[config.mk]
export PLATFORM = sky130hd
export DESIGN_NAME = xlat_ctrl_regs
export DESIGN_NICKNAME = d
export VERILOG_FILES = /design/src/rtl/xlat_regs_pkg.sv /design/src/rtl/xlat_mode_ctrl.sv /design/src/rtl/xlat_fault_capture.sv /design/src/rtl/xlat_flush_gen.sv /design/src/rtl/xlat_ctrl_regs.sv
export SDC_FILE = /design/constraint.sdc
export NUM_CORES = 1
export LEC_CHECK = 0
export BUFFER_PORTS_ARGS = -buffer_cell sky130_fd_sc_hd__buf_2
export CAP_MARGIN = 40
export CORE_MARGIN = 5
export CORE_UTILIZATION = 40
export DETAILED_ROUTE_END_ITERATION = 8
export SYNTH_ARGS = -nofsm -noshare
export SYNTH_HDL_FRONTEND = slang
export SYNTH_HIERARCHICAL = 1
export SYNTH_SLANG_ARGS = --single-unit
[constraint.sdc]
create_clock -name clk -period 2.65 [get_ports clk]
set_clock_uncertainty 0.2 [all_clocks]
set_input_delay 0.3975 -clock clk [delete_from_list [all_inputs] [get_ports clk]]
set_output_delay 0.3975 -clock clk [all_outputs]
set_load 0.05 [all_outputs]
[src/rtl/xlat_regs_pkg.sv]
package xlat_regs_pkg;
   localparam int DW      = 32;
   localparam int NUM_FLT = 8;
   localparam int FLT_TW  = 3;
   localparam int NUM_SLOT = 4;

   localparam logic [7:0] OFF_CTRL  = 8'h00;
   localparam logic [7:0] OFF_CFG   = 8'h04;
   localparam logic [7:0] OFF_STAT  = 8'h08;
   localparam logic [7:0] OFF_FLALL = 8'h0C;
   localparam logic [7:0] OFF_FLENT = 8'h10;
   localparam logic [7:0] OFF_BASE  = 8'h14;
   localparam logic [7:0] OFF_IPEND = 8'h18;
   localparam logic [7:0] OFF_ICLR  = 8'h1C;
   localparam logic [7:0] OFF_A_PF  = 8'h24;
   localparam logic [7:0] OFF_A_WR  = 8'h28;
   localparam logic [7:0] OFF_A_RD  = 8'h2C;
   localparam logic [7:0] OFF_A_DS  = 8'h30;
   localparam logic [7:0] OFF_VER   = 8'h34;

   typedef enum logic [2:0] {
      MODE_OFF  = 3'd0,
      MODE_ON   = 3'd5,
      MODE_HOLD = 3'd7
   } mode_e;

   localparam logic [1:0] SLOT_PF = 2'd0;
   localparam logic [1:0] SLOT_WR = 2'd1;
   localparam logic [1:0] SLOT_RD = 2'd2;
   localparam logic [1:0] SLOT_DS = 2'd3;

   function automatic logic [1:0] route_slot(input logic [FLT_TW-1:0] t);
      case (t)
         3'd0:             return SLOT_PF;
         3'd3:             return SLOT_DS;
         3'd1, 3'd4, 3'd5: return SLOT_RD;
         default:          return SLOT_WR;
      endcase
   endfunction

   function automatic logic [NUM_FLT-1:0] slot_types(input logic [1:0] s);
      logic [NUM_FLT-1:0] m;
      for (int t = 0; t < NUM_FLT; t++)
         m[t] = (route_slot(FLT_TW'(t)) == s);
      return m;
   endfunction
endpackage

[src/rtl/xlat_mode_ctrl.sv]
module xlat_mode_ctrl
   import xlat_regs_pkg::*;
(
   input  logic          clk,
   input  logic          rst_n,
   input  logic          ctrl_we_i,
   input  logic [DW-1:0] ctrl_wdata_i,
   input  logic          drain_done_i,
   input  logic          fault_pend_i,
   output logic [2:0]    mode_o,
   output logic          enable_o,
   output logic          block_req_o,
   output logic          blocked_o
);
   mode_e mode_q;
   logic  blocked_q;

   always_ff @(posedge clk or negedge rst_n) begin
      if (!rst_n) begin
         mode_q <= MODE_OFF;
      end else if (ctrl_we_i) begin
         case (ctrl_wdata_i)
            DW'(MODE_OFF):  mode_q <= MODE_OFF;
            DW'(MODE_ON):   mode_q <= MODE_ON;
            DW'(MODE_HOLD): mode_q <= MODE_HOLD;
            default:        mode_q <= mode_q;
         endcase
      end
   end

   assign block_req_o = (mode_q == MODE_HOLD) || fault_pend_i;
   assign enable_o    = (mode_q != MODE_OFF);
   assign mode_o      = mode_q;

   always_ff @(posedge clk or negedge rst_n) begin
      if (!rst_n)
         blocked_q <= 1'b0;
      else if (!block_req_o)
         blocked_q <= 1'b0;
      else if (drain_done_i)
         blocked_q <= 1'b1;
   end

   assign blocked_o = blocked_q;


   unblock_clears_chk: assert property (@(posedge clk) disable iff (!rst_n)
      !block_req_o |=> !blocked_o);

   drain_sets_chk: assert property (@(posedge clk) disable iff (!rst_n)
      (block_req_o && drain_done_i) |=> blocked_o);

   hold_code_chk: assert property (@(posedge clk) disable iff (!rst_n)
      (ctrl_we_i && ctrl_wdata_i == DW'(MODE_HOLD)) |=> (block_req_o && enable_o));
endmodule

[src/rtl/xlat_fault_capture.sv]
module xlat_fault_capture
   import xlat_regs_pkg::*;
#(
   parameter bit HOLD_FIRST = 1'b0
)(
   input  logic                       clk,
   input  logic                       rst_n,
   input  logic                       flt_valid_i,
   input  logic [FLT_TW-1:0]          flt_type_i,
   input  logic [DW-1:0]              flt_addr_i,
   input  logic                       clr_we_i,
   input  logic [NUM_FLT-1:0]         clr_mask_i,
   output logic [NUM_FLT-1:0]         pend_o,
   output logic [NUM_SLOT-1:0][DW-1:0] slot_addr_o
);
   logic [NUM_FLT-1:0] pend_q;
   logic [NUM_FLT-1:0] set_vec;
   logic [NUM_FLT-1:0] clr_vec;
   logic [1:0]         hit_slot;

   assign set_vec  = flt_valid_i ? (NUM_FLT'(1) << flt_type_i) : '0;
   assign clr_vec  = clr_we_i ? clr_mask_i : '0;
   assign hit_slot = route_slot(flt_type_i);

   always_ff @(posedge clk or negedge rst_n) begin
      if (!rst_n)
         pend_q <= '0;
      else
         pend_q <= (pend_q & ~clr_vec) | set_vec;
   end

   assign pend_o = pend_q;

   for (genvar s = 0; s < NUM_SLOT; s++) begin : g_slot
      logic          take;
      logic [DW-1:0] addr_q;
      if (HOLD_FIRST) begin : g_hold
         localparam logic [NUM_FLT-1:0] MASK = slot_types(2'(s));
         assign take = flt_valid_i && (hit_slot == 2'(s)) && ((pend_q & MASK) == '0);
      end else begin : g_last
         assign take = flt_valid_i && (hit_slot == 2'(s));
      end
      always_ff @(posedge clk or negedge rst_n) begin
         if (!rst_n)
            addr_q <= '0;
         else if (take)
            addr_q <= flt_addr_i;
      end
      assign slot_addr_o[s] = addr_q;
   end


   event_sets_chk: assert property (@(posedge clk) disable iff (!rst_n)
      flt_valid_i |=> pend_q[$past(flt_type_i)]);

   clear_bits_chk: assert property (@(posedge clk) disable iff (!rst_n)
      clr_we_i |=> ((pend_q & $past(clr_mask_i & ~set_vec)) == '0));

   no_spurious_chk: assert property (@(posedge clk) disable iff (!rst_n)
      !flt_valid_i |=> ((pend_q & ~$past(pend_q)) == '0));
endmodule

[src/rtl/xlat_flush_gen.sv]
module xlat_flush_gen #(
   parameter int PW = 20
)(
   input  logic          clk,
   input  logic          rst_n,
   input  logic          all_we_i,
   input  logic          ent_we_i,
   input  logic          go_bit_i,
   input  logic [PW-1:0] page_i,
   output logic          flush_all_o,
   output logic          flush_entry_o,
   output logic [PW-1:0] flush_page_o
);
   always_ff @(posedge clk or negedge rst_n) begin
      if (!rst_n) begin
         flush_all_o   <= 1'b0;
         flush_entry_o <= 1'b0;
         flush_page_o  <= '0;
      end else begin
         flush_all_o   <= all_we_i && go_bit_i;
         flush_entry_o <= ent_we_i && go_bit_i;
         if (ent_we_i && go_bit_i)
            flush_page_o <= page_i;
      end
   end


   flush_all_src_chk: assert property (@(posedge clk) disable iff (!rst_n)
      flush_all_o |-> $past(all_we_i && go_bit_i));

   flush_ent_src_chk: assert property (@(posedge clk) disable iff (!rst_n)
      (ent_we_i && go_bit_i) |=> (flush_entry_o && flush_page_o == $past(page_i)));
endmodule

[src/rtl/xlat_ctrl_regs.sv]
module xlat_ctrl_regs
   import xlat_regs_pkg::*;
#(
   parameter int          ADDR_W     = 8,
   parameter int          PAGE_SHIFT = 12,
   parameter logic [31:0] VERSION    = 32'h3000_0002,
   parameter bit          HOLD_FIRST = 1'b0,
   localparam int         PW         = DW - PAGE_SHIFT
)(
   input  logic              clk,
   input  logic              rst_n,
   input  logic              bus_wr,
   input  logic [ADDR_W-1:0] bus_addr,
   input  logic [31:0]       bus_wdata,
   output logic [31:0]       bus_rdata,
   input  logic              drain_done,
   input  logic              flt_valid,
   input  logic [2:0]        flt_type,
   input  logic [31:0]       flt_addr,
   output logic              xlat_enable,
   output logic              block_req,
   output logic [31:0]       cfg_word,
   output logic [31:0]       table_base,
   output logic              flush_all,
   output logic              flush_entry,
   output logic [PW-1:0]     flush_page,
   output logic              irq
);
   if (ADDR_W < 6) begin : g_bad_addr
      $error("ADDR_W must cover offsets up to 0x34");
   end
   if (PAGE_SHIFT < 1 || PAGE_SHIFT > DW - 1) begin : g_bad_page
      $error("PAGE_SHIFT out of range");
   end
   if (VERSION[31:28] != 4'h3) begin : g_bad_ver
      $error("VERSION major field must be 3");
   end

   function automatic logic at(input logic [7:0] off);
      return bus_addr == ADDR_W'(off);
   endfunction

   logic [2:0]                 mode;
   logic                       blocked;
   logic [NUM_FLT-1:0]         pend;
   logic [NUM_SLOT-1:0][DW-1:0] slot_addr;
   logic [DW-1:0]              cfg_q, base_q;

   always_ff @(posedge clk or negedge rst_n) begin
      if (!rst_n) begin
         cfg_q  <= '0;
         base_q <= '0;
      end else if (bus_wr) begin
         if (at(OFF_CFG))  cfg_q  <= bus_wdata;
         if (at(OFF_BASE)) base_q <= bus_wdata;
      end
   end

   assign cfg_word   = cfg_q;
   assign table_base = base_q;
   assign irq        = |pend;

   xlat_mode_ctrl u_mode (
      .clk          (clk),
      .rst_n        (rst_n),
      .ctrl_we_i    (bus_wr && at(OFF_CTRL)),
      .ctrl_wdata_i (bus_wdata),
      .drain_done_i (drain_done),
      .fault_pend_i (irq),
      .mode_o       (mode),
      .enable_o     (xlat_enable),
      .block_req_o  (block_req),
      .blocked_o    (blocked)
   );

   xlat_fault_capture #(.HOLD_FIRST(HOLD_FIRST)) u_fault (
      .clk         (clk),
      .rst_n       (rst_n),
      .flt_valid_i (flt_valid),
      .flt_type_i  (flt_type),
      .flt_addr_i  (flt_addr),
      .clr_we_i    (bus_wr && at(OFF_ICLR)),
      .clr_mask_i  (bus_wdata[NUM_FLT-1:0]),
      .pend_o      (pend),
      .slot_addr_o (slot_addr)
   );

   xlat_flush_gen #(.PW(PW)) u_flush (
      .clk           (clk),
      .rst_n         (rst_n),
      .all_we_i      (bus_wr && at(OFF_FLALL)),
      .ent_we_i      (bus_wr && at(OFF_FLENT)),
      .go_bit_i      (bus_wdata[0]),
      .page_i        (bus_wdata[DW-1:PAGE_SHIFT]),
      .flush_all_o   (flush_all),
      .flush_entry_o (flush_entry),
      .flush_page_o  (flush_page)
   );

   always_comb begin
      bus_rdata = '0;
      if (at(OFF_CTRL))  bus_rdata = DW'(mode);
      if (at(OFF_CFG))   bus_rdata = cfg_q;
      if (at(OFF_STAT))  bus_rdata = DW'(blocked);
      if (at(OFF_BASE))  bus_rdata = base_q;
      if (at(OFF_IPEND)) bus_rdata = DW'(pend);
      if (at(OFF_A_PF))  bus_rdata = slot_addr[SLOT_PF];
      if (at(OFF_A_WR))  bus_rdata = slot_addr[SLOT_WR];
      if (at(OFF_A_RD))  bus_rdata = slot_addr[SLOT_RD];
      if (at(OFF_A_DS))  bus_rdata = slot_addr[SLOT_DS];
      if (at(OFF_VER))   bus_rdata = VERSION;
   end


   pend_blocks_chk: assert property (@(posedge clk) disable iff (!rst_n)
      irq |-> block_req);

   version_const_chk: assert property (@(posedge clk) disable iff (!rst_n)
      at(OFF_VER) |-> (bus_rdata == VERSION));
endmodule

==> results.toml, run 1 <==
[synth]
syn_avg_cell_area_um2 = 12.8
syn-num-nets = 961
ys_ff_latch = 225
yosysUniqueCellTypes = 74
synthCells = 881
synth_seq_area_share = 0.498
ys.warnings.count = 6
synth_edf_count = 0
netlist_area_mm2 = 0.0113
yosys_most_used_dff = "dfrtp_1"
synth_async_sr_flop_share = 1.00

[global_routing]
first_global_vias = 8923
overflow = 0
grt_max_degree = 65
antenna_found_initial = 0
grt.total_usage = 0.217
grt.met1_usage = 0.317
grtUsageMet3 = 0.0350
gr-usage-met2 = 0.341
gr-max-usage-layer = "met2"
grt_pass1_wl_mm = 53.8

[routing]
vias_per_cell = 5.55
initialDrtViolationCount = 618
vias = 8862
ant_nets = 0
drtPass1Iterations = 5
totalWireLength_mm = 37.0
routedWlPerCell_um = 23.1
drc_errors = 0

[layout]
diodes = 0
fin_util = 0.582
mostFrequentLayoutCell = "dfrtp_1"
num-nets-final = 1281
stdcell_area_mm2 = 0.0162
drive_above_1_share = 0.516
syn_to_final_growth_pct = 43.3
final_cell_mix = "224 x dfrtp_1, 163 x buf_2, 125 x mux2_2"

[die]
die_y_um = 178
fp.dieW_um = 178
ios = 201
die_area_mm2 = 0.0317
start_util = 0.406
row_count = 61
core-area_mm2 = 0.0279

[placement]
place_area_mm2 = 0.0139
place.gp.congestion = 0.904
io_buffers = 200
place_ws_ps = -223
dp_hpwl_mm = 23.7

[critical_path]
worst-path-buf-inv = 3
crit_top_cell = "buf_12"
cp-end-kind = "primary output"
cp.arrival_ps = 2150
start_kind = "primary input"
crit_chain = "buf_6 > or4_4 > or3_4 > buf_12 > o211ai_1 > a2bb2oi_4 > buf_12"
crit_fanout = 7
cp_slowest_stage_delay_ps = 540
cp.depth = 7
rr_worst_depth = 4
crit_slowest_cell = "or4_4"
cpLargestDelayFamily = "simple AND/OR/NAND/NOR gates"
cp.required_ps = 2050
critical_path_class = "primary input to primary output"

[sta]
hold_violations = 0
max-slew-margin-rel = 0.621
setup_viol = 24
rsz0062_at_grt = "yes"
min_period_ps = 2750
slew_violations = 0
fmax_ghz = 0.364
tightestPinTransition_ps = 568
layout_setup_ws_ps = -99.6
whs_ps = 26.6
period_share = 1.04

[clocking]
clock_path_buffers = 3
cts_root_buf = "clkbuf_16"
htreeDepth = 1
insertion_delay_ps = 530
cts_sinks = 225
cts_buffers = 25
clkTransAtPathRegs_ps = 60
cts_tree = "yes"

[pwr]
p_per_area_mw_per_mm2 = 578
leakagePower_nw = 7.42
p_comb_frac = 0.162
switching_share = 0.272
ir_drop_v = 0.000451
p_total_mw = 9.36
p_int_mw = 6.81
seqPwrFrac = 0.447
clockPowerShare = 0.390
switching_power_mw = 2.54

[status]
violations = "setup timing"
status = "finished with violations"

[worst_hold_path]
hp-class = "primary input to flip-flop"
holdPathStages = 2

[job]
maxCapViolCount = 0
worst paths after layout:
kind | slack, ps | end | from
setup / recovery | -100 | bus_rdata[12] | bus_addr[1]
hold / removal | 30 | table_base[2]$_DFFE_PN0P_ | bus_wdata[2]
setup reg to reg | 1210 | u_mode/blocked_o$_DFFE_PN0P_ | u_fault/pend_o[6]$_DFF_PN0_
hold reg to reg | 280 | u_mode/blocked_o$_DFFE_PN0P_ | u_mode/blocked_o$_DFFE_PN0P_
max in group asynchronous | 1400 | u_fault/g_slot[0].addr_q[25]$_DFFE_PN0P_ | rst_n
min in group asynchronous | 160 | u_fault/g_slot[3].addr_q[0]$_DFFE_PN0P_ | rst_n
flip-flops by register name, summed over array words and instances (netlist names):
name                   count
cfg_word                  32
table_base                32
u_fault/g_slot.addr_q    128
u_fault/pend_o             8
u_flush/flush_all_o        1
u_flush/flush_entry_o      1
u_flush/flush_page_o      20
u_mode/blocked_o           1
u_mode/mode_o              2
through the flow:
stage                     std cells  TNS [ps]
final                          1598     -1600
after global routing           1598     -2150
after CTS                      1583     -2090
after detailed placement       1471     -4540
after global placement         1471     -4600
after floorplan                 881      -910
routing by layer:
| layer | up-vias | wire length (um) |
|---|---|---|
| met3 | 59 | 2280 |
| met1 | 4581 | 16600 |
| met2 | 302 | 17300 |
| li1 | 3920 | - |
| met5 | - | 0 |
| met4 | 0 | 782 |
power groups by stage:
stage,Clock [mW],Sequential [mW],Combinational (mW)
final,3.65,4.18,1.52
after global routing,3.88,4.23,1.63
after CTS,3.73,4.15,1.48
after detailed placement,0,4.20,1.39
after global placement,0,4.19,1.37
after floorplan,0,4.32,0.698
cell usage after synthesis, types with 6 or more instances:
master,number,area [um2]
nor4_1,6,37.5
a22oi_1,25,188
mux2_2,125,1410
o211ai_2,16,200
buf_1,8,30.0
o211ai_1,11,82.6
nor2_1,43,161
dfrtp_1,225,5630
a2bb2oi_1,6,52.6
nand2b_1,7,43.8
mux2_4,49,736
nand2_1,22,82.6
buf_6,14,158
a21oi_1,17,85.1
nor3_1,8,40.0
clkbuf_1,31,116
buf_2,11,55.1
mux2i_1,30,300
o22ai_1,6,37.5
o21ai_1,22,110
nor2b_1,11,68.8
nand3_1,27,135
a2bb2oi_2,16,240
buf_4,7,52.6
mux2_1,38,428
timing repair:
item / in CTS / in global routing
hold buffers: 65 / 1
endpoints found under the setup margin: 32 / 32
endpoints found under the hold margin: 412 / 2
resized for setup: 52 / 79
cloned: 0 / 10
pin swaps: 3 / 18
setup buffers: 1 / 4
final cells by class:
class,instances,area [um2]
fillers,2280,11700
multi-input cells,580,6030
flip-flops and latches,225,5630
repair buffers,364,3190
clock buffers,33,676
well taps,378,473
clock inverters,13,183
inverters,5,18.8
logic make-up after synthesis:
logic type,Yosys count,share of synthesized area
xor+xnor,1,0.000775
compound gates,162,0.119
simple gates,175,0.0903
buf+inv,76,0.0381
flops,225,0.498
mux,242,0.254
No activity file was read; power rests on OpenSTA's default activity.
==> inputs of run 2 (changes only) <==
--- a/config.mk
+++ b/config.mk
@@ -8,8 +8,10 @@
 export BUFFER_PORTS_ARGS = -buffer_cell sky130_fd_sc_hd__buf_2
 export CAP_MARGIN = 40
 export CORE_MARGIN = 5
-export CORE_UTILIZATION = 40
+export CORE_UTILIZATION = 56
 export DETAILED_ROUTE_END_ITERATION = 8
+export PLACE_DENSITY = 0.8
+export SLEW_MARGIN = 0
 export SYNTH_ARGS = -nofsm -noshare
 export SYNTH_HDL_FRONTEND = slang
 export SYNTH_HIERARCHICAL = 1
==> constraint.sdc (replaced) <==
create_clock -name clk -period 3.03 [get_ports clk]
set_clock_uncertainty 0.2 [all_clocks]
set_input_delay 0.4545 -clock clk [delete_from_list [all_inputs] [get_ports clk]]
set_output_delay 0.4545 -clock clk [all_outputs]
set_load 0.05 [all_outputs]
==> results.toml, run 2 (synthesized netlist as in run 1, its figures left out) <==
[layout]
final_cells = 1375
top_register = "u_fault/g_slot.addr_q"
mostFrequentLayoutCell = "dfrtp_1"
syn_to_final_growth_pct = 20.8
largest_reg_flops = 128
fin_util = 0.682
final_cell_mix = "225 x dfrtp_1, 194 x buf_2, 125 x mux2_2"
drive_above_1_share = 0.476
stdcell_area_mm2 = 0.0137
fillers = 1505
multi_input_area_mm2 = 0.00536
seqCellArea_mm2 = 0.00563
num-nets-final = 1171

[critical_path]
crit_chain = "buf_2 > or4_4 > or3_1 > buf_12 > o211ai_2 > a2bb2oi_2 > buf_2"
critical_path_class = "primary input to primary output"
crit_path_end = "bus_rdata[30]"
cp.required_ps = 2380
ff2ff_setup_slack_ps = 1600
rr_worst_depth = 4
cp_slowest_stage_delay_ps = 520
cp.arrival_ps = 2330
start_kind = "primary input"
r2r_start = "u_fault/pend_o[3]$_DFF_PN0_"
rr_endpoint = "u_mode/blocked_o$_DFFE_PN0P_"
crit_fanout = 13
startpoint = "bus_addr[1]"
crit_slowest_cell = "or4_4"
crit_top_cell = "buf_2"
cp-end-kind = "primary output"

[clocking]
clock_path_buffers = 3
clkTransAtPathRegs_ps = 60
cts_tree = "yes"
htreeDepth = 1
cts_root_buf = "clkbuf_16"
cts_buffers = 24
insertion_delay_ps = 500
post_cts_buffers = 0
cts_sinks = 225

[placement]
placed_cells = 1332
io_buffers = 200
dp_hpwl_mm = 22.1
place_area_mm2 = 0.0129
place.gp.congestion = 0.970

[sta]
setup_viol = 0
period_share = 0.984
fmax_ghz = 0.335
tightestPinTransition_ps = 758
slew_violations = 0
max-slew-margin-rel = 0.493
hold_violations = 0
min_period_ps = 2980
whs_ps = 19.3
rsz0062_at_grt = "no"

[pwr]
switching_share = 0.262
p_total_mw = 7.60
ir_drop_v = 0.000334
p_per_area_mw_per_mm2 = 556
clockPowerShare = 0.371
p_int_mw = 5.61
p_comb_frac = 0.150
switching_power_mw = 1.99
seqPwrFrac = 0.478
leakagePower_nw = 6.56

[routing]
drc_errors = 0
vias_per_cell = 5.99
vias = 8241
routedWlPerCell_um = 22.9
totalWireLength_mm = 31.5
drtPass1Iterations = 5
initialDrtViolationCount = 614
ant_nets = 0

[global_routing]
grt_max_degree = 90
antenna_found_initial = 1
grt_pass1_wl_mm = 49.7
grt.total_usage = 0.266
overflow = 0
first_global_vias = 8588

[die]
row_count = 52
die_area_mm2 = 0.0231
core-area_mm2 = 0.0200
ios = 201
die_y_um = 152
start_util = 0.564
fp.dieW_um = 152

[worst_hold_path]
hp-class = "primary input to flip-flop"

[status]
status = "completed"

[job]
maxCapViolCount = 0
run 2: what timing repair did:
action	CTS	global route
setup endpoints to repair	0	5
hold buffers	3	0
gates resized for setup	0	5
hold endpoints to repair	87	0
run 2: metal layers:
metal	track usage	routed length [um]	vias up
li1	-	-	3688
met1	0.386	14200	4151
met2	0.419	14500	344
met3	0.0429	2040	58
met4	0.0711	790	0
met5	0	0	-
run 2: worst min-delay path by stage:
stage | startpoint | end | slack, ps | depth (start not counted)
2_1_floorplan | rst_n | cfg_word[0]$_DFFE_PN0P_ | -40 | 0
3_3_place_gp | u_fault/g_slot[2].addr_q[4]$_DFFE_PN0P_ | u_fault/g_slot[2].addr_q[4]$_DFFE_PN0P_ | 270 | 1
3_5_place_dp | u_mode/blocked_o$_DFFE_PN0P_ | u_mode/blocked_o$_DFFE_PN0P_ | 290 | 1
4_1_cts | bus_wdata[8] | table_base[8]$_DFFE_PN0P_ | 0.3 | 2
5_1_grt | bus_wdata[11] | table_base[11]$_DFFE_PN0P_ | 8 | 2
6_report | bus_wdata[8] | table_base[8]$_DFFE_PN0P_ | 20 | 2
run 2: area by class of cell:
cell class / instances / area share
flip-flops and latches: 225 / 0.412
repair buffers: 255 / 0.114
well taps: 270 / 0.0247
clock inverters: 3 / 0.00293
multi-input cells: 580 / 0.392
clock buffers: 36 / 0.0525
inverters: 5 / 0.00137
diodes: 1 / 0.000183
run 2: worst max-delay path, delay by kind of cell:
kind / cells / cell delay [ps]
simple gates: 2 / 980
buf+inv: 3 / 600
compound gates: 2 / 280
run 2: per-stage QoR:
| step | setup TNS (ps) | worst slack [ps] |
|---|---|---|
| 6_report | 0 | 48.3 |
| 5_1_grt | 0 | 1.14 |
| 4_1_cts | 0 | 15.0 |
| 3_5_place_dp | 0 | 32.5 |
| 3_3_place_gp | 0 | 83.3 |
| 2_1_floorplan | -604 | -201 |
run 2: power by group through the flow:
stage | Combinational, mW | Sequential (mW) | Clock, mW
detailed placement | 1.14 | 3.68 | 0
global placement | 1.10 | 3.65 | 0
global route | 1.23 | 3.68 | 3.00
CTS | 1.14 | 3.63 | 2.87
floorplan | 0.595 | 3.78 | 0
finish | 1.14 | 3.64 | 2.82
